## src/rtl/sftx_pkg.sv

```systemverilog
package sftx_pkg;

  typedef enum logic [2:0] {
    ST_IDLE,
    ST_START,
    ST_DATA,
    ST_PARITY,
    ST_STOP
  } txState_t;

  // Strobes from the control to the datapath, plus the per-frame settings it needs
  typedef struct packed {
    logic loadStart;
    logic shiftData;
    logic sendParity;
    logic sendStop;
    logic parityOdd;
    logic lineCode;
  } txStrobe_t;

endpackage

```

## src/rtl/sftx_ctrl.sv

```systemverilog
module sftx_ctrl
  import sftx_pkg::*;
#(
  parameter int DATA_W        = 8,
  parameter int MIN_DATA      = 5,
  parameter int TICKS_PER_BIT = 16
) (
  input  logic                                   clk,
  input  logic                                   rstN,
  input  logic                                   tick,
  input  logic                                   enable,
  input  logic                                   holdValid,
  input  logic [$clog2(DATA_W-MIN_DATA+1)-1:0]   cfgDataBits,
  input  logic                                   cfgParityEn,
  input  logic                                   cfgParityOdd,
  input  logic [1:0]                             cfgStop,
  input  logic                                   cfgLineCode,
  output txStrobe_t                              strb,
  output logic                                   busy
);

  localparam int CNT_W = $clog2(2 * TICKS_PER_BIT);
  localparam int IDX_W = $clog2(DATA_W);
  localparam logic [CNT_W-1:0] LIM_ONE  = CNT_W'(TICKS_PER_BIT - 1);
  localparam logic [CNT_W-1:0] LIM_HALF = CNT_W'(TICKS_PER_BIT + TICKS_PER_BIT / 2 - 1);
  localparam logic [CNT_W-1:0] LIM_TWO  = CNT_W'(2 * TICKS_PER_BIT - 1);

  txState_t         state, nextState;
  logic [CNT_W-1:0] tickCnt;
  logic [IDX_W-1:0] bitIdx;
  logic [IDX_W-1:0] dataLast;
  logic             parEnQ, oddQ, codeQ;
  logic [1:0]       stopQ;
  logic [CNT_W-1:0] stopLimit;
  logic [CNT_W-1:0] curLimit;
  logic             bitEnd;
  logic             startGo;

  always_comb begin
    case (stopQ)
      2'd0:    stopLimit = LIM_ONE;
      2'd1:    stopLimit = LIM_HALF;
      default: stopLimit = LIM_TWO;
    endcase
  end

  assign curLimit = (state == ST_STOP) ? stopLimit : LIM_ONE;
  assign bitEnd   = tick && (tickCnt == curLimit);
  assign startGo  = tick && enable && holdValid;
  assign busy     = (state != ST_IDLE);

  always_comb begin
    nextState       = state;
    strb            = '0;
    strb.parityOdd  = oddQ;
    strb.lineCode   = codeQ;
    case (state)
      ST_IDLE: begin
        if (startGo) begin
          strb.loadStart = 1'b1;
          nextState      = ST_START;
        end
      end
      ST_START: begin
        if (bitEnd) begin
          strb.shiftData = 1'b1;
          nextState      = ST_DATA;
        end
      end
      ST_DATA: begin
        if (bitEnd) begin
          if (bitIdx != dataLast) begin
            strb.shiftData = 1'b1;
          end else if (parEnQ) begin
            strb.sendParity = 1'b1;
            nextState       = ST_PARITY;
          end else begin
            strb.sendStop = 1'b1;
            nextState     = ST_STOP;
          end
        end
      end
      ST_PARITY: begin
        if (bitEnd) begin
          strb.sendStop = 1'b1;
          nextState     = ST_STOP;
        end
      end
      ST_STOP: begin
        if (bitEnd) begin
          if (startGo) begin
            strb.loadStart = 1'b1;
            nextState      = ST_START;
          end else begin
            nextState = ST_IDLE;
          end
        end
      end
      default: nextState = ST_IDLE;
    endcase
  end

  always_ff @(posedge clk or negedge rstN) begin
    if (!rstN) begin
      state    <= ST_IDLE;
      tickCnt  <= '0;
      bitIdx   <= '0;
      dataLast <= IDX_W'(DATA_W - 1);
      parEnQ   <= 1'b0;
      oddQ     <= 1'b0;
      codeQ    <= 1'b0;
      stopQ    <= 2'd0;
    end else begin
      state <= nextState;
      if (state == ST_IDLE || bitEnd) begin
        tickCnt <= '0;
      end else if (tick) begin
        tickCnt <= tickCnt + 1'b1;
      end
      if (strb.loadStart) begin
        bitIdx   <= '0;
        dataLast <= IDX_W'(MIN_DATA - 1) + IDX_W'(cfgDataBits);
        parEnQ   <= cfgParityEn;
        oddQ     <= cfgParityOdd;
        codeQ    <= cfgLineCode;
        stopQ    <= cfgStop;
      end else if (strb.shiftData && state == ST_DATA) begin
        bitIdx <= bitIdx + 1'b1;
      end
    end
  end

  // the frame state moves only on tick cycles
  p_step_on_tick_r11: assert property (@(posedge clk) disable iff (!rstN)
    !tick |=> $stable(state));

  // an idle, disabled transmitter stays idle
  p_hold_while_off_r8: assert property (@(posedge clk) disable iff (!rstN)
    (state == ST_IDLE && !enable) |=> (state == ST_IDLE));

endmodule

```

## src/rtl/sftx_datapath.sv

```systemverilog
module sftx_datapath
  import sftx_pkg::*;
#(
  parameter int DATA_W = 8
) (
  input  logic              clk,
  input  logic              rstN,
  input  txStrobe_t         strb,
  input  logic              qValid,
  input  logic [DATA_W-1:0] qData,
  output logic              qPop,
  output logic              holdValid,
  output logic              txLine
);

  logic [DATA_W-1:0] holdReg;
  logic [DATA_W-1:0] shiftReg;
  logic              parAcc;
  logic              lineReg;
  logic              dataBit;
  logic              parBit;

  assign qPop    = qValid && !holdValid;
  assign dataBit = shiftReg[0];
  assign parBit  = parAcc ^ strb.parityOdd;
  assign txLine  = lineReg;

  // Holding stage between the queue and the shifter
  always_ff @(posedge clk or negedge rstN) begin
    if (!rstN) begin
      holdValid <= 1'b0;
      holdReg   <= '0;
    end else if (strb.loadStart) begin
      holdValid <= 1'b0;
    end else if (qPop) begin
      holdValid <= 1'b1;
      holdReg   <= qData;
    end
  end

  // Shifter, running parity and line level
  always_ff @(posedge clk or negedge rstN) begin
    if (!rstN) begin
      shiftReg <= '0;
      parAcc   <= 1'b0;
      lineReg  <= 1'b1;
    end else if (strb.loadStart) begin
      shiftReg <= holdReg;
      parAcc   <= 1'b0;
      lineReg  <= 1'b0;
    end else if (strb.shiftData) begin
      shiftReg <= {1'b0, shiftReg[DATA_W-1:1]};
      parAcc   <= parAcc ^ dataBit;
      lineReg  <= strb.lineCode ? (lineReg ^ dataBit) : dataBit;
    end else if (strb.sendParity) begin
      lineReg <= strb.lineCode ? (lineReg ^ parBit) : parBit;
    end else if (strb.sendStop) begin
      lineReg <= 1'b1;
    end
  end

  // the control only starts a frame when a character is held
  p_load_needs_hold_r7: assert property (@(posedge clk) disable iff (!rstN)
    strb.loadStart |-> holdValid);

  // a held character is not replaced before it is sent
  p_hold_kept_r7: assert property (@(posedge clk) disable iff (!rstN)
    (holdValid && !strb.loadStart) |=> (holdValid && $stable(holdReg)));

endmodule

```

## src/rtl/serial_frame_tx.sv

```systemverilog
module serial_frame_tx
  import sftx_pkg::*;
#(
  parameter int DATA_W        = 8,
  parameter int MIN_DATA      = 5,
  parameter int TICKS_PER_BIT = 16,
  localparam int CFG_W        = $clog2(DATA_W - MIN_DATA + 1)
) (
  input  logic              clk,
  input  logic              rstN,
  input  logic              tick,
  input  logic              enable,
  input  logic [CFG_W-1:0]  cfgDataBits,
  input  logic              cfgParityEn,
  input  logic              cfgParityOdd,
  input  logic [1:0]        cfgStop,
  input  logic              cfgLineCode,
  input  logic              qValid,
  input  logic [DATA_W-1:0] qData,
  output logic              qPop,
  output logic              txLine,
  output logic              busy
);

  txStrobe_t strb;
  logic      holdValid;

  sftx_ctrl #(
    .DATA_W(DATA_W),
    .MIN_DATA(MIN_DATA),
    .TICKS_PER_BIT(TICKS_PER_BIT)
  ) uCtrl (
    .clk(clk),
    .rstN(rstN),
    .tick(tick),
    .enable(enable),
    .holdValid(holdValid),
    .cfgDataBits(cfgDataBits),
    .cfgParityEn(cfgParityEn),
    .cfgParityOdd(cfgParityOdd),
    .cfgStop(cfgStop),
    .cfgLineCode(cfgLineCode),
    .strb(strb),
    .busy(busy)
  );

  sftx_datapath #(
    .DATA_W(DATA_W)
  ) uData (
    .clk(clk),
    .rstN(rstN),
    .strb(strb),
    .qValid(qValid),
    .qData(qData),
    .qPop(qPop),
    .holdValid(holdValid),
    .txLine(txLine)
  );

  // the line is high whenever no frame is in progress
  p_idle_high_r1: assert property (@(posedge clk) disable iff (!rstN)
    !busy |-> txLine);

  // busy rises together with the low start bit
  p_start_low_r5: assert property (@(posedge clk) disable iff (!rstN)
    $rose(busy) |-> !txLine);

endmodule

```

## config.mk

```make
export PLATFORM = sky130hd
export DESIGN_NAME = serial_frame_tx
export DESIGN_NICKNAME = d
export VERILOG_FILES = /design/src/rtl/sftx_pkg.sv /design/src/rtl/sftx_ctrl.sv /design/src/rtl/sftx_datapath.sv /design/src/rtl/serial_frame_tx.sv
export SDC_FILE = /design/constraint.sdc
export NUM_CORES = 1
export LEC_CHECK = 0
export BUFFER_PORTS_ARGS = -buffer_cell sky130_fd_sc_hd__buf_2
export CAP_MARGIN = 20
export CORE_UTILIZATION = 57
export CTS_CLUSTER_DIAMETER = 50
export DETAILED_ROUTE_END_ITERATION = 10
export HOLD_SLACK_MARGIN = 0.15
export PLACE_DENSITY = 0.77
export SLEW_MARGIN = 10
export SYNTH_ARGS = -nofsm -noshare
export SYNTH_HDL_FRONTEND = slang
export SYNTH_SLANG_ARGS = --single-unit
```

## constraint.sdc

```tcl
create_clock -name clk -period 2.8 [get_ports clk]
set_clock_uncertainty 0.1 [all_clocks]
set_input_delay 0 -clock clk [delete_from_list [all_inputs] [get_ports clk]]
set_output_delay 0 -clock clk [all_outputs]
set_load 0.02 [all_outputs]
```

== After elaboration in Yosys (flattened, before gate mapping) ==
Index checks and enable logic that the tools add are counted.
Operators by class
  bitwise operators: 5
  add/sub/neg operators: 3
  reductions and logical operators: 17
  muxes and demuxes: 39
  eq/ne operators: 13
Operator list (count)
  2-to-1 mux 3 bit: 10
  2-to-1 mux 1 bit: 18
  2-to-1 mux 8 bit: 2
  2-to-1 mux 5 bit: 3
  case mux 3 bit (5 select lines): 1
  != test 2 x 1 -> 1 bit (second input constant): 5
  case mux 5 bit (2 select lines): 1
  nonzero test 2 bit: 4
  equality test 3 x 2 -> 1 bit (second input constant): 2
  case mux 1 bit (2 select lines): 3
  AND reduction 6 bit: 1
  adder 5 x 1 -> 5 bit (second input constant): 1
  equality test 5 bit: 1
  logical AND 1 bit: 5
  nonzero test 4 bit: 1
  bitwise XOR 1 bit: 4
  adder 3 x 1 -> 3 bit (second input constant): 1
  adder 3 x 2 -> 3 bit (first input constant): 1
  equality test 3 x 1 -> 1 bit (second input constant): 1
  equality test 3 bit (second input constant): 1
  logical NOT 3 bit: 1
  != test 3 bit: 1
  nonzero test 3 bit: 1
  equality test 2 x 1 -> 1 bit (second input constant): 1
  other kinds (7): 7
Storage, ports and cells
  logic and storage cells: 90
  bits in registers: 38
  output and inout bits: 3

== Longest topological paths before layout ==
  depth after elaboration: 11
  depth in mapped cells: 6
  depth with buffers taken out: 6

== By module ==
From an unflattened synthesis, not the netlist that was laid out.
Unflattened totals
  cells, all modules: 170
  area, all modules: 1970.6 um^2
By module, submodules not included
  sftx_ctrl: instances 1, cells an instance 101, area each 1094.8 um^2
  sftx_datapath: instances 1, cells an instance 69, area each 875.8 um^2

== Worst setup path after synthesis ==
OpenSTA, ideal clock, no wires.
  path kind: reg2reg
  from: register uCtrl.state[1]
  to: register uData.shiftReg[0]
  arrival time: 1810 ps
  cell stages (with the launch flop): 7
  path slack: 764 ps
  data required time: 2574 ps
  path through: dfrtp_1 nor3b_2 mux2i_1 a21o_1 clkbuf_1 nor4_1 a221o_1
Between the ends
  cells in the longest elaborated chain, start to end: 7
  elaborated cells on any way between the ends: 14
  those cells by class: 4 x eq/ne; 7 x mux; 3 x reduce/logical
Ends and longest elaborated chain
  start: declaration: RTL line sftx_ctrl.sv:28  | txState_t state, nextState;
  start signal: assignment: RTL line sftx_ctrl.sv:114  | state <= nextState;
  equality test 3 bit: RTL line sftx_ctrl.sv:47, sftx_ctrl.sv:57
  2-to-1 mux 5 bit: RTL line sftx_ctrl.sv:47  | assign curLimit = (state == ST_STOP) ? stopLimit : LIM_ONE;
  equality test 5 bit: RTL line sftx_ctrl.sv:48  | assign bitEnd = tick && (tickCnt == curLimit);
  logical AND 1 bit: RTL line sftx_ctrl.sv:48
  2-to-1 mux 1 bit, or another cell as far along: RTL line sftx_ctrl.sv:90  | if (bitEnd) begin
  case mux 1 bit (2 select lines): RTL line sftx_ctrl.sv:57  | case (state)
  2-to-1 mux 8 bit / nonzero test 2 bit (equally long branches)
  end signal: assignment: RTL line sftx_datapath.sv:48  | shiftReg <= holdReg;
  end signal: assignment: RTL line sftx_datapath.sv:52  | shiftReg <= {1'b0, shiftReg[DATA_W-1:1]};
  end: declaration: RTL line sftx_datapath.sv:17  | logic [DATA_W-1:0] shiftReg;
Several ways; a longest one is shown, not always the timed one.
A chain may end at the register's enable or synchronous reset.

== Worst setup path after layout ==
  from: register uCtrl.state[1]
  to: register uCtrl.state[1]
Between the ends
  cells in the longest elaborated chain, start to end: 6
  elaborated cells on any way between the ends: 16
  those cells by class: 11 x eq/ne; 2 x mux; 3 x reduce/logical
Ends and longest elaborated chain (RTL line)
  equality test 3 bit: sftx_ctrl.sv:47, sftx_ctrl.sv:57
  2-to-1 mux 5 bit: sftx_ctrl.sv:47
  equality test 5 bit: sftx_ctrl.sv:48
  logical AND 1 bit: sftx_ctrl.sv:48
  != test 2 x 1 -> 1 bit (no source line)
  AND reduction 6 bit (no source line)
Several ways; a longest one is shown, not always the timed one.

==> summary.txt <==
Top cells by count, synth: dfrtp_1, inv_1, nand2_1
Clk slew on worst S/H paths: 120 ps
Critical path's slowest cell: a21oi_1
Critical path fanouts, max: 15
IO Port Bufs: 22
Post-CTS sizing: 0
Area Growth Syn to Fin: 28.1%
CP Class: flop to flop
Worst hold margin: 172 ps
Share of cells above drive strength 1: 0.202
Sink Count: 37
Tcrit/Tclk final: 0.870
Status: complete, no violations
Power Dens Cells: 730 nW/um2
Critical path data required time: 2940 ps
Clk Latency, worst-skew pair: 340 ps
Max VDD drop: 0.000574 V
CP peak stage delay: 720 ps
Largest net degree at the start of global routing: 38
HP Class: primary input to async pin
CTS Root Cell: clkbuf_4
Ant diodes: 0
Fin Setup TNS: 0 ps
1st-iter DRT viols: 104
Setup crit end kind: flop
Drt first pass iters: 4
Fmax: 411 MHz
Top_reg_cell synth: dfrtp_1
Syn Area/Cell: 9.85 um2
Synth top area share: 0.436
Final Critical Period: 2440 ps
CP arrival: 2580 ps
Syn nets: 220
Final setup vio count: 0
Count of mapped cells out of synthesis: 198
EDFF count, synth: 0
Max Slew Vio Count: 0
Row Count: 20
Chip Height: 60.5 um
Critical path launch point type: flop
FF+latch count, synth: 37
Distinct cells, synth: 45
Total number of vias: 1789
First-pass GRT wire length: 8.02 mm
DR vias/cell: 6.02
GR Util All Layers: 0.306
Routed Antenna Nets: 0
Synth area leader: dfrtp_1
Pwr Total: 1.82 mW
Initial Util: 0.619
Async set-reset flop share out of synthesis: 1.00
Most frequent cell after synthesis: dfrtp_1
Io pins: 23
Die area: 3660 um2
Synth warn: 0
Final net count: 274
Actual slew at the worst max-slew pin: 839 ps
CTS Buffer Depth: 2
Cell Chain, Critical Path: nor3b_2, mux2i_1, a21oi_1, a21oi_1, a311oi_1
Placer Congestion: 0.914
Max cap viols: 0
Number of global-route vias before repair: 1758
Register area share after synthesis: 0.477
Residual DRC: 0
Most frequent CP cell: a21oi_1
RSZ-0062 raised after global routing: false
Die Wd: 60.5 um
Slew margin rel.: 0.440
Dominant cells by area after synthesis: dfrtp_1, mux2_2, dfstp_2
Final WL: 4.76 mm
Final Hold Viols: 0
CP bufs+invs: 0
Cell Area, Synth: 1950 um2
CTS buffer count: 5
Setup Buffers After CTS: 0
# hold bufs at CTS: 30
TritonCTS clock tree: done
DP HPWL: 2.82 mm
Initial antenna violation count: 0
Worst path top cell family by delay: compound AO/OA/AOI/OAI gates
GRT overflow: 0
Core area: 3150 um2
Routed WL per cell: 16.0 um
Pleak: 1.06 nW
H-tree depth: 2
[worst reg2reg max path: stages (launching register included)]
cell and delay, ps:
dfrtp_1 550, nor3b_2 330, mux2i_1 210, a21oi_1 720, a21oi_1 160, a311oi_1 270
[power by group]
part | leakage [nW] | internal [mW] | switching (mW)
combinational | 0.548 | 0.301 | 0.294
clock | 0.0455 | 0.213 | 0.176
sequential | 0.466 | 0.712 | 0.128
[area by class of cell]
type                    count  area (um2)
well taps                  44        55.1
flip-flops and latches     37         930
clock inverters             1        30.0
multi-input cells         133         910
inverters                  17        63.8
clock buffers               7        55.1
fillers                   228         654
repair buffers             58         455
[cell usage in the layout, fill, tap and decap left out, types with 2 or more instances in the layout]
cell type and count:
dfrtp_1 34, dlygate4sd3_1 30, buf_2 22, inv_1 17, nand2_1 14, a21oi_1 13, o21ai_0 12, mux2_2 10
nor2_1 7, nor4_1 7, a221oi_1 7, buf_4 6, nand3_1 5, xnor2_1 5, clkbuf_4 5, nor3_1 4
nand4_1 4, nor2b_1 3, a21o_1 3, nand2b_1 3, xor2_1 3, dfstp_2 3, and3_1 2, mux2i_1 2
a311o_1 2, a211oi_1 2, a32oi_1 2, o2111ai_1 2, nand3b_1 2, a311oi_1 2, ha_1 2
[metal layers]
layer	routed length, um	global-route usage	up-vias	part of all wire
li1	-	-	831	-
met1	2020	0.375	893	0.43
met2	2490	0.548	53	0.52
met3	164	0.0618	12	0.034
met4	83	0.0877	0	0.017
met5	0	0	-	0
[sequential cells by signal, summed over array words and instances (netlist names), 2 cells and up]
signal and cells:
uData.shiftReg 8, uCtrl.state 3, uCtrl.bitIdx 3, uCtrl.tickCnt 5, uCtrl.dataLast 2, uData.holdReg 8, uCtrl.stopQ 2
[stage by stage]
step                utilization  setup slack, ps  cells  cell area, um2
finish                    0.792              364    297            2500
floorplan                     -              764    198            1950
global placement          0.670              582    259            2110
detailed placement        0.670              393    259            2110
CTS                       0.792              371    297            2500
global route              0.792              214    297            2500
[cell families after synthesis]
family,after synthesis,synth area share
AO/OA/AOI/OAI,54,0.189
XOR/XNOR,8,0.0359
adder cells (fa/ha/maj),2,0.0128
buffers and inverters,28,0.0571
flip-flops,37,0.477
multiplexers,12,0.0680
AND/OR/NAND/NOR,57,0.161
[path summary, 6_finish.rpt]
kind / from / to / slack, ps / cells past startpoint
min in group clk: cfgStop[1] / uCtrl.stopQ[1]$_DFFE_PN0N_ / 330 / 3
worst max register to register: uCtrl.state[1]$_DFFE_PN0P_ / uCtrl.state[1]$_DFFE_PN0P_ / 360 / 5
worst max-delay path: uCtrl.state[1]$_DFFE_PN0P_ / uCtrl.state[1]$_DFFE_PN0P_ / 360 / 5
worst min-delay path: rstN / uData.holdReg[3]$_DFFE_PN0P_ / 170 / 2
worst min register to register: uData.holdReg[7]$_DFFE_PN0P_ / uData.shiftReg[7]$_DFFE_PN0P_ / 420 / 1
max in group asynchronous: rstN / uCtrl.parEnQ$_DFFE_PN0N_ / 1910 / 2
Power figures use the tool's default switching activity.
